==> config.mk <==
export PLATFORM = sky130hd
export DESIGN_NAME = spi_mem_frontend
export DESIGN_NICKNAME = d
export VERILOG_FILES = /design/src/rtl/spi_fe_pkg.sv /design/src/rtl/spi_fe_sync.sv /design/src/rtl/spi_fe_txshift.sv /design/src/rtl/spi_mem_frontend.sv
export SDC_FILE = /design/constraint.sdc
export NUM_CORES = 1
export LEC_CHECK = 0
export BUFFER_PORTS_ARGS = -buffer_cell sky130_fd_sc_hd__buf_2
export CORE_AREA = 2 2 95 97
export CTS_BUF_LIST = sky130_fd_sc_hd__clkbuf_4
export CTS_CLUSTER_SIZE = 14
export DETAILED_ROUTE_END_ITERATION = 8
export DIE_AREA = 0 0 97 99
export PLACE_DENSITY_LB_ADDON = 0.05
export SYNTH_ARGS = -nofsm -noshare
export SYNTH_HDL_FRONTEND = slang
export SYNTH_SLANG_ARGS = --single-unit
==> constraint.sdc <==
create_clock -name clk -period 4.95 [get_ports clk]
set_input_delay 0.495 -clock clk [delete_from_list [all_inputs] [get_ports clk]]
set_output_delay 0.495 -clock clk [all_outputs]
set_load 0.1 [all_outputs]
==> src/rtl/spi_fe_pkg.sv <==
package spi_fe_pkg;
  localparam logic [7:0] OP_WREN  = 8'h06;
  localparam logic [7:0] OP_WRDI  = 8'h04;
  localparam logic [7:0] OP_RDSR  = 8'h05;
  localparam logic [7:0] OP_WRSR  = 8'h01;
  localparam logic [7:0] OP_READ  = 8'h03;
  localparam logic [7:0] OP_WRITE = 8'h02;

  typedef enum logic [2:0] {
    PH_IDLE, PH_OPCODE, PH_ADDR_HI, PH_ADDR_LO, PH_DATA, PH_IGNORE
  } phase_t;

  typedef enum logic [1:0] {K_READ, K_WRITE, K_RDSR, K_WRSR} kind_t;
endpackage

==> src/rtl/spi_fe_sync.sv <==
module spi_fe_sync #(
  parameter int W = 4,
  parameter logic [W-1:0] RST = '0
) (
  input  logic         clk,
  input  logic         rst_n,
  input  logic [W-1:0] d,
  output logic [W-1:0] q,
  output logic [W-1:0] q_prev
);
  logic [W-1:0] meta;
  always_ff @(posedge clk or negedge rst_n) begin
    if (!rst_n) begin
      meta   <= RST;
      q      <= RST;
      q_prev <= RST;
    end else begin
      meta   <= d;
      q      <= meta;
      q_prev <= q;
    end
  end
endmodule

==> src/rtl/spi_fe_txshift.sv <==
module spi_fe_txshift (
  input  logic       clk,
  input  logic       rst_n,
  input  logic       restart,
  input  logic       load,
  input  logic [7:0] load_val,
  input  logic       shift,
  output logic       so,
  output logic       near_end
);
  logic [7:0] nxt, sr;
  logic [2:0] ocnt;
  always_ff @(posedge clk or negedge rst_n) begin
    if (!rst_n) begin
      nxt <= '0; sr <= '0; ocnt <= '0; so <= 1'b0; near_end <= 1'b0;
    end else begin
      near_end <= 1'b0;
      if (restart) ocnt <= '0;
      if (load) nxt <= load_val;
      if (shift) begin
        if (ocnt == 3'd0) begin
          so <= nxt[7];
          sr <= {nxt[6:0], 1'b0};
        end else begin
          so <= sr[7];
          sr <= {sr[6:0], 1'b0};
        end
        ocnt     <= ocnt + 3'd1;
        near_end <= (ocnt == 3'd6);
      end
    end
  end
endmodule

==> src/rtl/spi_mem_frontend.sv <==
module spi_mem_frontend
  import spi_fe_pkg::*;
#(
  parameter int ADDR_W = 15
) (
  input  logic              clk,
  input  logic              rst_n,
  input  logic              sck_i,
  input  logic              cs_n_i,
  input  logic              si_i,
  input  logic              hold_n_i,
  output logic              so_o,
  output logic              so_oe_o,
  input  logic              busy_i,
  input  logic [7:0]        status_i,
  output logic              mem_rd_o,
  output logic [ADDR_W-1:0] mem_addr_o,
  input  logic [7:0]        mem_rdata_i,
  output logic              cmd_wren_o,
  output logic              cmd_wrdi_o,
  output logic              wrsr_o,
  output logic              wr_byte_o,
  output logic [ADDR_W-1:0] wr_addr_o,
  output logic [7:0]        wr_data_o,
  output logic              cs_rise_o
);
  localparam int NPIN = 4;
  localparam logic [NPIN-1:0] PIN_RST = 4'b0110; // sck, cs_n, hold_n, si

  function automatic logic [ADDR_W-1:0] trim_addr(input logic [15:0] a);
    return a[ADDR_W-1:0];
  endfunction

  function automatic logic [ADDR_W-1:0] step_addr(input logic [ADDR_W-1:0] a);
    return a + ADDR_W'(1);
  endfunction

  logic [NPIN-1:0] pin_s, pin_p;
  spi_fe_sync #(.W(NPIN), .RST(PIN_RST)) u_sync (
    .clk(clk), .rst_n(rst_n),
    .d({sck_i, cs_n_i, hold_n_i, si_i}),
    .q(pin_s), .q_prev(pin_p)
  );

  wire sck_s    = pin_s[3];
  wire cs_n_s   = pin_s[2];
  wire hold_n_s = pin_s[1];
  wire si_s     = pin_s[0];

  // named events for the checker
  wire cs_act  = !cs_n_s;
  wire cs_fall = pin_p[2] & ~cs_n_s;
  wire cs_rise = ~pin_p[2] & cs_n_s;
  logic held;
  wire rise_ev = cs_act & ~held & sck_s & ~pin_p[3];
  wire fall_ev = cs_act & ~held & ~sck_s & pin_p[3];
  wire sck_lvl = sck_s;

  phase_t phase;
  kind_t  kind;
  logic [2:0] bcnt;
  logic [7:0] sh, addr_hi;
  logic [ADDR_W-1:0] addr_q;
  logic out_en, mem_rd_q, rd_pend, stat_ld, tx_rst;
  logic wren_q, wrdi_q, wrsr_q, wrb_q, end_q;
  logic [ADDR_W-1:0] wr_addr_q;
  logic [7:0] wr_data_q;
  logic tx_so, tx_near;

  wire [7:0] byte_in   = {sh[6:0], si_s};
  wire       byte_done = rise_ev && (bcnt == 3'd7);
  wire       in_ignore = (phase == PH_IGNORE);
  wire       shifting  = (phase == PH_DATA) && (kind == K_READ || kind == K_RDSR);

  always_ff @(posedge clk or negedge rst_n) begin
    if (!rst_n) begin
      held <= 1'b0; phase <= PH_IDLE; kind <= K_READ; bcnt <= '0;
      sh <= '0; addr_hi <= '0; addr_q <= '0; out_en <= 1'b0;
      mem_rd_q <= 1'b0; rd_pend <= 1'b0; stat_ld <= 1'b0; tx_rst <= 1'b0;
      wren_q <= 1'b0; wrdi_q <= 1'b0; wrsr_q <= 1'b0; wrb_q <= 1'b0; end_q <= 1'b0;
      wr_addr_q <= '0; wr_data_q <= '0;
    end else begin
      wren_q <= 1'b0; wrdi_q <= 1'b0; wrsr_q <= 1'b0; wrb_q <= 1'b0; end_q <= 1'b0;
      mem_rd_q <= 1'b0; stat_ld <= 1'b0; tx_rst <= 1'b0;
      rd_pend <= mem_rd_q;
      if (!sck_s) held <= !hold_n_s;
      if (cs_fall) begin
        phase <= PH_OPCODE; bcnt <= '0; out_en <= 1'b0; tx_rst <= 1'b1;
      end else if (cs_rise) begin
        phase <= PH_IDLE; out_en <= 1'b0; end_q <= 1'b1;
      end else if (rise_ev && phase != PH_IDLE && phase != PH_IGNORE) begin
        sh   <= byte_in;
        bcnt <= bcnt + 3'd1;
        if (byte_done) begin
          case (phase)
            PH_OPCODE: begin
              if (busy_i && byte_in != OP_RDSR) phase <= PH_IGNORE;
              else begin
                case (byte_in)
                  OP_WREN:  begin wren_q <= 1'b1; phase <= PH_IGNORE; end
                  OP_WRDI:  begin wrdi_q <= 1'b1; phase <= PH_IGNORE; end
                  OP_RDSR:  begin kind <= K_RDSR; phase <= PH_DATA; out_en <= 1'b1;
                                  stat_ld <= 1'b1; tx_rst <= 1'b1; end
                  OP_WRSR:  begin kind <= K_WRSR;  phase <= PH_DATA; end
                  OP_READ:  begin kind <= K_READ;  phase <= PH_ADDR_HI; end
                  OP_WRITE: begin kind <= K_WRITE; phase <= PH_ADDR_HI; end
                  default:  phase <= PH_IGNORE;
                endcase
              end
            end
            PH_ADDR_HI: begin addr_hi <= byte_in; phase <= PH_ADDR_LO; end
            PH_ADDR_LO: begin
              addr_q <= trim_addr({addr_hi, byte_in});
              phase  <= PH_DATA;
              if (kind == K_READ) begin
                out_en <= 1'b1; mem_rd_q <= 1'b1; tx_rst <= 1'b1;
              end
            end
            PH_DATA: begin
              if (kind == K_WRITE) begin
                wrb_q <= 1'b1; wr_addr_q <= addr_q; wr_data_q <= byte_in;
                addr_q <= step_addr(addr_q);
              end else if (kind == K_WRSR) begin
                wrsr_q <= 1'b1; wr_data_q <= byte_in; phase <= PH_IGNORE;
              end
            end
            default: ;
          endcase
        end
      end
      if (tx_near && shifting) begin
        if (kind == K_READ) begin
          addr_q <= step_addr(addr_q); mem_rd_q <= 1'b1;
        end else begin
          stat_ld <= 1'b1;
        end
      end
    end
  end

  spi_fe_txshift u_tx (
    .clk(clk), .rst_n(rst_n),
    .restart(tx_rst),
    .load(rd_pend | stat_ld),
    .load_val(rd_pend ? mem_rdata_i : status_i),
    .shift(fall_ev & out_en & shifting),
    .so(tx_so), .near_end(tx_near)
  );

  assign so_o       = tx_so;
  assign so_oe_o    = out_en & cs_act & ~held;
  assign mem_rd_o   = mem_rd_q;
  assign mem_addr_o = addr_q;
  assign cmd_wren_o = wren_q;
  assign cmd_wrdi_o = wrdi_q;
  assign wrsr_o     = wrsr_q;
  assign wr_byte_o  = wrb_q;
  assign wr_addr_o  = wr_addr_q;
  assign wr_data_o  = wr_data_q;
  assign cs_rise_o  = end_q;
endmodule

# After elaboration in Yosys (flattened, before gate mapping)
# Index checks and enable logic that the tools add are counted.
dict set report totals {
  reg_bits 104
  latchBits 0
  ram_bits 0
  rom_bits 0
  input_bits 23
  out_inout_bits 46
  wordCells 191
  mem_count 0
}
dict set report classes {
  n_addsub 3
  multipliers 0
  div 0
  magnitude_cmp 0
  n_eq_ne 23
  n_shift 0
  muxes 88
  n_bitwise 20
  reduce_logical 30
}
# operator count
set ops {}
lappend ops {{15-bit 2-to-1 mux} 7}
lappend ops {{1-bit 2-to-1 mux} 59}
lappend ops {{3-bit 2-to-1 mux} 12}
lappend ops {{8-bit 2-to-1 mux} 4}
lappend ops {{15-bit case mux with 2 select lines} 1}
lappend ops {{8-bit by 3-bit == test with 1-bit output, second input constant} 3}
lappend ops {{6-bit AND reduction} 3}
lappend ops {{8-bit by 2-bit == test with 1-bit output, second input constant} 2}
lappend ops {{4-bit inequality test, second input constant} 4}
lappend ops {{15-bit by 1-bit adder with 15-bit output, second input constant} 1}
lappend ops {{3-bit case mux with 4 select lines} 1}
lappend ops {{1-bit AND} 11}
lappend ops {{5-bit AND reduction} 2}
lappend ops {{3-bit == test, second input constant} 3}
lappend ops {{3-bit nonzero test} 3}
lappend ops {{8-bit by 1-bit == test with 1-bit output, second input constant} 1}
lappend ops {{8-bit by 3-bit inequality test with 1-bit output, second input constant} 1}
lappend ops {{1-bit NOT} 8}
lappend ops {{2-bit case mux with 4 select lines} 1}
lappend ops {{4-bit nonzero test} 2}
lappend ops {{7-bit AND reduction} 1}
lappend ops {{3-bit by 1-bit adder with 3-bit output, second input constant} 2}
lappend ops {{3-bit by 2-bit == test with 1-bit output, second input constant} 2}
lappend ops {{1-bit logical AND} 6}
lappend ops {{other kinds (18)} 24}

# Logic depth before layout (Yosys ltp)
dict set report depth {
  ltp_word 11
  mapped_depth 10
}

# By module
# Synthesis repeated with hierarchy kept, for this count alone.
dict set report unflattened {
  hier_cells 433
  hier_area_um2 4946.0
}
# module n_inst cells_per_inst area_per_inst_um2
set modules_own_cells {}
lappend modules_own_cells {spi_mem_frontend 1 343 3668.5}
lappend modules_own_cells {spi_fe_txshift 1 78 969.7}
lappend modules_own_cells {spi_fe_sync 1 12 307.8}

# Least setup slack after synthesis
# OpenSTA, ideal clock, no wires.
dict set report synth_timing {
  kind {flip-flop to flip-flop}
  startpoint {reg addr_q[0], in the netlist mem_addr_o[0]}
  endpoint {reg addr_q[14], in the netlist mem_addr_o[14]}
  arrival_time_ns 2.406
  slack_ns 2.461
  path_stages_with_launch 7
  cell_sequence {dfrtp_1 > ha_1 > nand3_1 > nor3_1 > nand4_1 > xor2_1 > o22ai_1}
}
dict set report synth_via {
  elab_chain_len 9
}
# item line
set synth_rtl {}
lappend synth_rtl {{start: declaration} spi_mem_frontend.sv:63} ;# logic [ADDR_W-1:0] addr_q;
lappend synth_rtl {{start signal: assignment} spi_mem_frontend.sv:113} ;# addr_q <= trim_addr({addr_hi, byte_in});
lappend synth_rtl {{start signal: assignment} spi_mem_frontend.sv:122} ;# addr_q <= step_addr(addr_q);
lappend synth_rtl {{15-bit by 1-bit adder with 15-bit output *} spi_mem_frontend.sv:35} ;# return a + ADDR_W'(1);
lappend synth_rtl {{15-bit 2-to-1 mux} spi_mem_frontend.sv:120} ;# if (kind == K_WRITE) begin
lappend synth_rtl {{15-bit case mux with 2 select lines} spi_mem_frontend.sv:95} ;# case (phase)
lappend synth_rtl {{15-bit 2-to-1 mux} spi_mem_frontend.sv:94} ;# if (byte_done) begin
lappend synth_rtl {{15-bit 2-to-1 mux} spi_mem_frontend.sv:91} ;# end else if (rise_ev && phase != PH_IDLE && phase != PH_IGNORE) begin
lappend synth_rtl {{15-bit 2-to-1 mux} spi_mem_frontend.sv:89} ;# end else if (cs_rise) begin
lappend synth_rtl {{15-bit 2-to-1 mux} spi_mem_frontend.sv:87} ;# if (cs_fall) begin
lappend synth_rtl {{15-bit 2-to-1 mux} spi_mem_frontend.sv:132} ;# if (kind == K_READ) begin
lappend synth_rtl {{15-bit 2-to-1 mux *} spi_mem_frontend.sv:131} ;# if (tx_near && shifting) begin
# Mark *: on every way between the ends. The rest lies on a longest branch, timed or not.
# A chain may end at the register's enable or synchronous reset.

# Worst setup path after layout
dict set report layout_timing {
  startpoint {reg u_sync.q[2]}
  endpoint {reg addr_q[6], in the netlist mem_addr_o[6]}
}
dict set report layout_via {
  elab_chain_len 11
}
# item line
set layout_rtl {}
lappend layout_rtl {{start: declaration} spi_fe_sync.sv:8} ;# output logic [W-1:0] q,
lappend layout_rtl {{start signal: assignment} spi_fe_sync.sv:19} ;# q <= meta;
lappend layout_rtl {{1-bit zero test} spi_mem_frontend.sv:51} ;# wire cs_act = !cs_n_s;
lappend layout_rtl {{1-bit AND (3 in a row)} spi_mem_frontend.sv:55} ;# wire rise_ev = cs_act & ~held & sck_s & ~pin_p[3];
lappend layout_rtl {{1-bit logical AND (on tied branches)} {spi_mem_frontend.sv:71, spi_mem_frontend.sv:91}}
lappend layout_rtl {{15-bit 2-to-1 mux / 1-bit logical AND (equally long branches)} {spi_mem_frontend.sv:94, spi_mem_frontend.sv:91}}
lappend layout_rtl {{15-bit 2-to-1 mux} spi_mem_frontend.sv:91}
lappend layout_rtl {{15-bit 2-to-1 mux} spi_mem_frontend.sv:89}
lappend layout_rtl {{15-bit 2-to-1 mux *} spi_mem_frontend.sv:87}
lappend layout_rtl {{15-bit 2-to-1 mux} spi_mem_frontend.sv:132}
lappend layout_rtl {{15-bit 2-to-1 mux *} spi_mem_frontend.sv:131}
# Marks and branches as above.

==> results_dict.tcl <==
set metrics [dict create \
    status "finished clean" \
    routed_wirelength_um 9380 \
    syn_area_mm2 0.00472 \
    nNetsFinal 514 \
    clk_path_buf_depth 2 \
    synth_top_family_by_area "simple AND/OR/NAND/NOR gates" \
    synth.area.top_cells "dfrtp_1 (51%), mux2_2 (8.8%), nand2_1 (4.4%)" \
    cts_tree "built" \
    post-cts-setup-buffers 0 \
    fin_crit_sh_pct 54.0 \
    avgSynthCellArea_um2 11.1 \
    dieHeight_um 99 \
    clock_latency_ns 0.46 \
    power.internal_mw 1.02 \
    crit_path_max_fanout 12 \
    cts_root_buf "clkbuf_4" \
    synth_fa_ha_area_share_pct 2.12 \
    setup_viol_count_final 0 \
    drtAntennaViolNets 0 \
    clkSinkCount 101 \
    vias_per_cell 5.78 \
    reg2reg_slack_ns 2.28 \
    fin_util_pct 61.0 \
    path_clk_slew_ns 0.16 \
    yosysMostFrequentCell "dfrtp_1" \
    htreeDepth 3 \
    wl_per_cell_um 15.7 \
    synth_cells 425 \
    io_buffers 68 \
    placed_cells 580 \
    fmax_mhz 374 \
    ys_seq_area_share_pct 53.7 \
    peakVddDrop_v 0.000177 \
    drtIter0Drc 146 \
    ys_ff_latch 101 \
    worstPathArrival_ns 3.02 \
    swShare_pct 28.0 \
    synth_nets 456 \
    worst_slew_pin_slew_ns 0.832 \
    synth.top_cell.area_share_pct 50.9 \
    grt_pass1_vias 3240 \
    grtUsageTotal_pct 20.8 \
    hold_violations 0 \
    place_hpwl_um 6600 \
    clock_skew_ns 0.0234 \
    yosysUniqueCellTypes 64 \
    ys_warn_count 0 \
    leakage_nw 2.61 \
    cts_resized 0 \
    synth_top_cell_by_area "dfrtp_1" \
    p_clk_share_pct 28.0 \
    start_util_pct 55.2 \
    setup_tns_ns 0 \
    rsz0062_at_grt "no" \
    synth.area.mux_share_pct 12.4 \
    antenna_found_initial 0 \
    synth_common_cells "dfrtp_1 (96), nand2_1 (55), mux2_2 (37), o21ai_0 (30), nor2_1 (18)" \
    drv_cap 0 \
    seq_power_share_pct 62.8 \
    num_vias 3447 \
    hold_path_class "input port to async pin" \
    critPathRequiredTime_ns 5.30 \
    overflow 0 \
    final_cells 596 \
    drive_gt1_share_pct 28.5 \
    synth_flop_cell "dfrtp_1" \
    dieArea_mm2 0.00960 \
    grt_start_max_net_pins 55 \
    setup_ws_ns 2.28 \
    numCtsBuffers 9 \
    synth-edff-count 0 \
    async_reset_ff_share_pct 100 \
    power_switching_mw 0.395 \
    period_needed_ns 2.67 \
    row_count 34 \
    dp_slack_ns 2.34 \
    syn_to_final_growth_pct 10.6 \
    die_w_um 97 \
    synth-simple-area-share_pct 15.5 \
    path_class "flop to flop" \
    power.density_cell_area_mw_per_mm2 270 \
    final_max_slew_viol_count 0 \
    holdBufCountCts 0 \
    diodes 0 \
    relSlewSlack_pct 44.1 \
    synth_compound_area_share_pct 12.1 \
    coreArea_mm2 0.00855 \
    synth-xor-area-share_pct 0.557 \
    end_kind "flop" \
    drt_pass1_iterations 5 \
    start_kind "flop" \
    power_frac_comb_pct 9.2 \
    grt_pass1_wl_um 16100 \
    drc_errors 0 \
    place_congestion 0.858 \
    io_pins 69 \
]
==> final cells by class <==
| cell class | count | area, um2 |
|---|---|---|
| fillers | 771 | 3340 |
| flip-flops and latches | 101 | 2530 |
| multi-input cells | 287 | 2010 |
| repair buffers | 69 | 350 |
| well taps | 108 | 135 |
| clock buffers | 9 | 67.6 |
| clock inverters | 7 | 57.6 |
| inverters | 15 | 56.3 |
==> cells in the final DEF (no fill, tap or decap), types with 3 or more instances in the layout <==
cell / count
a21oi_1: 8
a22oi_1: 8
mux2i_1: 17
mux2_2: 37
nand2_1: 55
and3_1: 5
o22ai_1: 3
nand2b_1: 3
ha_1: 8
nand4_1: 4
o21ai_1: 7
nor3_1: 6
buf_2: 67
dfrtp_1: 96
o21ai_0: 30
nor4_1: 5
nor2b_1: 4
nor2_1: 18
inv_1: 15
o311ai_0: 6
clkbuf_4: 9
nand3_1: 9
dfstp_2: 5
nor3b_1: 3
==> metrics by stage <==
step / area [um2] / power [mW] / hold WS, ns
finish: 5220 / 1.41 / 0.0300
global route: 5220 / 1.48 / 0.0592
CTS: 5220 / 1.43 / 0.0270
detailed placement: 5090 / 1.03 / 0.342
global placement: 5090 / 1.03 / 0.333
floorplan: 4720 / 0.985 / 0.199
==> kinds of logic (layout without fill, tap and decap cells) <==
group                      count (synthesis)  count (layout)
DFF                                      101             101
adders and majority gates                  8               8
buffers and inverters                     37             100
xor gates and xnor gates                   3               3
muxes                                     54              54
AOI/OAI and AO/OA                         88              88
and+or+nand+nor                          134             134
==> final timing paths <==
kind	start	to	cells past startpoint
worst max register to register	u_sync.q[2]	mem_addr_o[6]	7
max in group asynchronous	rst_n	u_tx.sr[7]	2
min in group clk	si_i	u_sync.meta[0]	1
worst max-delay path	u_sync.q[2]	mem_addr_o[6]	7
worst min register to register	u_sync.meta[1]	u_sync.q[1]	0
worst min-delay path	rst_n	u_tx.nxt[4]	1
==> state kept, by name (all words and copies together) (netlist names), 7 cells and up <==
register and flops:
addr_hi 7, mem_addr_o 15, sh 7, u_tx.nxt 8, u_tx.sr 7, wr_addr_o 15, wr_data_o 8
==> power by group through the flow <==
| stage | clock network [mW] | logic [mW] | registers [mW] |
|---|---|---|---|
| floorplan | 0 | 0.107 | 0.878 |
| global placement | 0 | 0.128 | 0.900 |
| detailed placement | 0 | 0.129 | 0.901 |
| CTS | 0.412 | 0.131 | 0.886 |
| global route | 0.442 | 0.148 | 0.892 |
| finish | 0.395 | 0.129 | 0.886 |
==> critical path, stage by stage, from the launching register on <==
cell and delay (ns):
dfstp_2 0.61, inv_1 0.06, ha_1 0.28, nor3b_1 0.32, and2_1 0.41, a21oi_1 0.32, o21bai_1 0.26, a221o_1 0.32
==> routing by layer <==
metal / up-vias / global-route usage [%] / routed length, um
li1: 1639 / - / -
met4: 0 / 6.83 / 131
met2: 130 / 30.2 / 4180
met3: 14 / 4.18 / 620
met5: - / 0 / 0
met1: 1664 / 31.5 / 4450
Note: power is estimated with default switching activity, not from simulation.
